### config.mk
export PLATFORM = sky130hd
export DESIGN_NAME = lineFillUnit
export DESIGN_NICKNAME = d
export VERILOG_FILES = /design/src/rtl/lfuPkg.sv /design/src/rtl/lfuDatapath.sv /design/src/rtl/lfuControl.sv /design/src/rtl/lineFillUnit.sv
export SDC_FILE = /design/constraint.sdc
export NUM_CORES = 1
export LEC_CHECK = 0
export BUFFER_PORTS_ARGS = -buffer_cell sky130_fd_sc_hd__buf_2
export CAP_MARGIN = 25
export CORE_UTILIZATION = 47
export CTS_BUF_LIST = sky130_fd_sc_hd__clkbuf_8
export DETAILED_ROUTE_END_ITERATION = 10
export GPL_ROUTABILITY_DRIVEN = 1
export PLACE_DENSITY = 0.8
export SYNTH_ARGS = -nofsm -noshare
export SYNTH_HDL_FRONTEND = slang
export SYNTH_SLANG_ARGS = --single-unit
### constraint.sdc
create_clock -name clk -period 1.66 [get_ports clk]
set_input_delay 0.332 -clock clk [delete_from_list [all_inputs] [get_ports clk]]
set_output_delay 0.332 -clock clk [all_outputs]
set_load 0.02 [all_outputs]
### src/rtl/lfuPkg.sv
package lfuPkg;
  typedef enum logic [1:0] {
    ST_IDLE = 2'd0,
    ST_REQ  = 2'd1,
    ST_BEAT = 2'd2
  } lfuState_t;

  typedef struct packed {
    logic capture;
    logic writeBeat;
  } lfuStrobes_t;
endpackage

### src/rtl/lfuDatapath.sv
module lfuDatapath
  import lfuPkg::*;
#(
  parameter int ADDR_W = 32,
  parameter int WORD_W = 32,
  parameter int WORDS  = 4
) (
  input  logic                    clk,
  input  logic                    rstN,
  input  lfuStrobes_t             strobes,
  input  logic [ADDR_W-1:0]       reqAddr,
  input  logic                    storeEn,
  input  logic [WORD_W-1:0]       storeData,
  input  logic [WORD_W/8-1:0]     storeBe,
  input  logic [WORD_W-1:0]       beatData,
  output logic                    lastBeat,
  output logic [ADDR_W-1:0]       burstAddr,
  output logic [WORDS*WORD_W-1:0] lineData
);
  localparam int BYTES    = WORD_W / 8;
  localparam int BYTE_OFF = $clog2(BYTES);
  localparam int IDX_W    = $clog2(WORDS);

  logic [ADDR_W-BYTE_OFF-1:0] wordAddrQ;
  logic                       storeEnQ;
  logic [WORD_W-1:0]          storeDataQ;
  logic [BYTES-1:0]           storeBeQ;
  logic [IDX_W-1:0]           beatCnt;
  logic [IDX_W-1:0]           critIdx;
  logic [IDX_W-1:0]           slotIdx;
  logic [WORD_W-1:0]          mergedWord;
  logic [WORD_W-1:0]          lineBuf [WORDS];

  assign critIdx   = wordAddrQ[IDX_W-1:0];
  assign slotIdx   = critIdx + beatCnt;
  assign lastBeat  = (beatCnt == IDX_W'(WORDS - 1));
  assign burstAddr = {wordAddrQ, {BYTE_OFF{1'b0}}};

  // Byte-wise merge of the pending store into the critical beat only.
  for (genvar b = 0; b < BYTES; b++) begin : g_merge
    always_comb begin
      if (storeEnQ && storeBeQ[b] && (beatCnt == '0))
        mergedWord[b*8 +: 8] = storeDataQ[b*8 +: 8];
      else
        mergedWord[b*8 +: 8] = beatData[b*8 +: 8];
    end
  end

  always_ff @(posedge clk or negedge rstN) begin
    if (!rstN) begin
      wordAddrQ  <= '0;
      storeEnQ   <= 1'b0;
      storeDataQ <= '0;
      storeBeQ   <= '0;
      beatCnt    <= '0;
    end else if (strobes.capture) begin
      wordAddrQ  <= reqAddr[ADDR_W-1:BYTE_OFF];
      storeEnQ   <= storeEn;
      storeDataQ <= storeData;
      storeBeQ   <= storeBe;
      beatCnt    <= '0;
    end else if (strobes.writeBeat) begin
      beatCnt    <= beatCnt + 1'b1;
    end
  end

  for (genvar w = 0; w < WORDS; w++) begin : g_line
    always_ff @(posedge clk or negedge rstN) begin
      if (!rstN)
        lineBuf[w] <= '0;
      else if (strobes.writeBeat && (slotIdx == IDX_W'(w)))
        lineBuf[w] <= mergedWord;
    end
    assign lineData[w*WORD_W +: WORD_W] = lineBuf[w];
  end
endmodule

### src/rtl/lfuControl.sv
module lfuControl
  import lfuPkg::*;
(
  input  logic        clk,
  input  logic        rstN,
  input  logic        reqValid,
  input  logic        beatValid,
  input  logic        beatErr,
  input  logic        lastBeat,
  output lfuStrobes_t strobes,
  output logic        busy,
  output logic        burstReq,
  output logic        lineDone,
  output logic        machineCheck
);
  lfuState_t state, stateNext;
  logic      doneNext, errNext;

  always_comb begin
    stateNext         = state;
    doneNext          = 1'b0;
    errNext           = 1'b0;
    strobes.capture   = 1'b0;
    strobes.writeBeat = 1'b0;
    unique case (state)
      ST_IDLE: if (reqValid) begin
        strobes.capture = 1'b1;
        stateNext       = ST_REQ;
      end
      ST_REQ: stateNext = ST_BEAT;
      ST_BEAT: if (beatValid) begin
        if (beatErr) begin
          errNext   = 1'b1;
          stateNext = ST_IDLE;
        end else begin
          strobes.writeBeat = 1'b1;
          if (lastBeat) begin
            doneNext  = 1'b1;
            stateNext = ST_IDLE;
          end
        end
      end
      default: stateNext = ST_IDLE;
    endcase
  end

  always_ff @(posedge clk or negedge rstN) begin
    if (!rstN) begin
      state        <= ST_IDLE;
      lineDone     <= 1'b0;
      machineCheck <= 1'b0;
    end else begin
      state        <= stateNext;
      lineDone     <= doneNext;
      machineCheck <= errNext;
    end
  end

  assign busy     = (state != ST_IDLE);
  assign burstReq = (state == ST_REQ);
endmodule

### src/rtl/lineFillUnit.sv
module lineFillUnit
  import lfuPkg::*;
#(
  parameter int ADDR_W = 32,
  parameter int WORD_W = 32,
  parameter int WORDS  = 4
) (
  input  logic                    clk,
  input  logic                    rstN,
  input  logic                    reqValid,
  input  logic [ADDR_W-1:0]       reqAddr,
  input  logic                    storeEn,
  input  logic [WORD_W-1:0]       storeData,
  input  logic [WORD_W/8-1:0]     storeBe,
  output logic                    busy,
  output logic                    burstReq,
  output logic [ADDR_W-1:0]       burstAddr,
  input  logic                    beatValid,
  input  logic [WORD_W-1:0]       beatData,
  input  logic                    beatErr,
  output logic                    lineDone,
  output logic [WORDS*WORD_W-1:0] lineData,
  output logic                    machineCheck
);
  lfuStrobes_t strobes;
  logic        lastBeat;

  lfuControl i_ctrl (
    .clk(clk), .rstN(rstN), .reqValid(reqValid), .beatValid(beatValid),
    .beatErr(beatErr), .lastBeat(lastBeat), .strobes(strobes), .busy(busy),
    .burstReq(burstReq), .lineDone(lineDone), .machineCheck(machineCheck)
  );

  lfuDatapath #(.ADDR_W(ADDR_W), .WORD_W(WORD_W), .WORDS(WORDS)) i_dp (
    .clk(clk), .rstN(rstN), .strobes(strobes), .reqAddr(reqAddr),
    .storeEn(storeEn), .storeData(storeData), .storeBe(storeBe),
    .beatData(beatData), .lastBeat(lastBeat), .burstAddr(burstAddr),
    .lineData(lineData)
  );
endmodule

==> results.cfg <==
[outcome]
status = finished with violations
violations = negative setup slack

[cells_and_area]
design_area_um2 = 12500
nNetsFinal = 976
fill_cells = 942
regArea_um2 = 5030
drive_above_1_share_pct = 68.8
multiInputGateArea_um2 = 3600
diodes = 0
area_growth_pct = 53.4

[sta]
hold_viol = 0
max_freq_mhz = 534
final.setup_skew_ns = 0.0212
fin_crit_ns = 1.87
timing.final.ws_setup_ns = -0.214
slew_violations = 0
fin_crit_sh_pct = 113
rsz0062_at_grt = true
setup_viol = 197

[routing]
drtAntennaViolNets = 0
routedWlPerCell_um = 22.2
routed_wl_um = 24700
drtPass1Iterations = 6
wl_met2_um = 12700
vias = 5704
via_per_inst = 5.13
drt_iter0_markers = 217
wl_met1_um = 9860
dr_wl_met3_um = 1470
drc = 0
highest_layer = met4

[global_route]
grt_first_pass_wirelength_um = 35500
grt_max_degree = 65
grt_pass1_vias = 6358
grt_antenna_before_repair = 0
overflow = 0
grtUsageTotal_pct = 26.1

[synth]
ys_types = 26
synth.yosys.seq_area_share_pct = 61.9
yosysWarnings = 0
syn_area_per_cell_um2 = 16.8
synth_seq_cells = 201
synthesis.area_um2 = 8120
netlist_instances = 485

[floorplan]
coreArea_um2 = 16700
fp.dieH_um = 133
dieWidth_um = 133
start_util_pct = 48.6
row_count = 47
dieArea_um2 = 17800
ios = 270

[placed_design]
hpwl_um = 13900
portBuffers = 265
gp_congestion = 0.765
dpl_worst_slack_ns = -0.212
place_area_um2 = 10200

[clock_tree]
cts_root_buf = clkbuf_8
cts.clk_slew.worst_paths_ns = 0.07
cts-buffers-inserted = 31
cts_tree = done
clock_latency_ns = 0.56
cts.sinks = 201
htreeDepth = 1
cts_max_path_buffers = 3

[power]
peakVddDrop_uv = 1260
p_leak_nw = 6.38
powerDensity_nw_per_um2 = 2080

[run]
cap_violations = 0

[worst_setup_path]
crit_arrival_ns = 2.31
path_buf_inv = 2
r2r_cells = 5
critPathSlowestCell = xnor3_2
rrSetupSlack_ns = -0.21
critPathMaxFanout = 8
slowest_delay_ns = 0.48
critPathRequiredTime_ns = 2.09
r2r_start = i_dp.beatCnt[1]
r2r-end = i_dp.lineData[84]
critPathTopFamily = XOR/XNOR gates
crit_path_cell_trace = xnor3_2 -> nor3_4 -> buf_12 -> buf_12 -> mux2_4
startpoint_type = flip-flop
cp-end-kind = flip-flop
critPathMostFrequentCell = buf_12
criticalPathCategory = flip-flop to flip-flop

[hold_path]
hp-start = reqAddr[25]
hp-class = primary input to flip-flop
holdPathStages = 2
hold_path_end = i_dp.wordAddrQ[23]
kinds of logic after synthesis:
group	after synthesis	share of synthesized area [%]
AO/OA/AOI/OAI	4	0.277
other	1	0.0462
AND/OR/NAND/NOR	20	1.56
multiplexers	227	32.9
adder cells (fa/ha/maj)	3	0.462
buffers and inverters	27	2.33
XOR/XNOR	2	0.570
flip-flops	201	61.9
cell usage after synthesis (all sizes together):
cell	n	area [µm²]
mux2	227	2670
xor3	1	23.8
and4bb	1	12.5
a21o	1	7.51
buf	23	174
inv	3	11.3
a21oi	2	10.0
and3	3	18.8
conb	1	3.75
nand2	4	15.0
and2	1	6.26
ha	3	37.5
clkbuf	1	3.75
nand4bb	1	11.3
nor3	2	20.0
or2	1	6.26
xnor3	1	22.5
nor2	1	3.75
dfrtp	201	5030
o21ai	1	5.00
nand3	4	20.0
nor2b	2	12.5
layer usage:
layer  up-vias  global-route usage, %
met4         0                   8.40
li1       2497                      -
met5         -                      0
met3        65                   5.18
met1      2892                   32.3
met2       250                   45.7
report_power, final:
part / leakage [nW] / internal [mW] / switching (mW) / total [mW]
Combinational: 3.48 / 6.52 / 5.97 / 12.5
Sequential: 2.50 / 7.29 / 1.59 / 8.89
Clock: 0.397 / 2.64 / 1.96 / 4.60
Total: 6.38 / 16.5 / 9.52 / 26.0
worst max-delay path by stage:
stage,from,endpoint,slack (ns),cells after the start
floorplan,i_dp.wordAddrQ[1],i_dp.lineData[28],-0.10,4
global placement,i_dp.beatCnt[0],i_dp.lineData[121],-0.15,6
detailed placement,i_dp.beatCnt[0],i_dp.lineData[99],-0.21,6
CTS,i_dp.beatCnt[1],i_dp.lineData[72],-0.20,6
global route,i_dp.beatCnt[0],i_dp.lineData[84],-0.27,6
finish,i_dp.beatCnt[1],i_dp.lineData[84],-0.21,5
layout by cell type, fill, tap and decap left out, types with 2 or more instances in the layout:
cell,instances
buf_2,260
clkbuf_8,38
a21oi_1,2
nor3_4,2
nand3_4,4
inv_1,13
buf_12,23
bufinv_16,4
buf_16,6
dfrtp_2,2
dlygate4sd3_1,46
dfrtp_1,199
conb_1,2
mux2_1,5
ha_4,2
buf_6,14
nand2_1,4
clkinv_2,4
buf_8,2
mux2_2,38
buf_4,14
clkbuf_16,6
mux2_4,184
layout make-up:
class,count,share of cell area (%)
tap,220,2.21
multi-input combinational,258,28.9
timing repair buffer,372,22.8
inverter,3,0.110
clock buffer,37,4.09
sequential,201,40.4
clock inverter,20,1.52
worst register-to-register path, stage by stage (launching register included):
cell,delay [ns]
dfrtp_1,0.38
xnor3_2,0.48
nor3_4,0.23
buf_12,0.18
buf_12,0.17
mux2_4,0.31
per-stage QoR:
step	cells	TNS [ns]	utilization [%]	total power [mW]	hold WS [ns]
final	1111	-26.00	74.6	26.0	0.0151
after global routing	1111	-34.63	74.6	27.0	0.00430
after CTS	1094	-18.76	71.6	24.8	0.000243
after detailed placement	973	-19.27	61.2	19.0	0.256
after global placement	973	-12.98	61.2	18.5	0.249
after floorplan	486	-9.98	-	15.2	0.0364
what timing repair did:
item	4_1_cts	5_1_grt
cloned	7	7
setup endpoints to repair	148	198
buffers inserted	11	13
pin swaps	2	2
gates resized for setup	74	79
hold endpoints to repair	110	0
hold buffers	46	0
state kept, by name (all words and copies together) (netlist names):
register,flops
i_dp.storeBeQ,4
i_dp.storeEnQ,1
i_ctrl.machineCheck,1
i_ctrl.state,2
i_ctrl.lineDone,1
i_dp.lineData,128
i_dp.beatCnt,2
i_dp.wordAddrQ,30
i_dp.storeDataQ,32
Note: power is estimated with default switching activity, not from simulation.
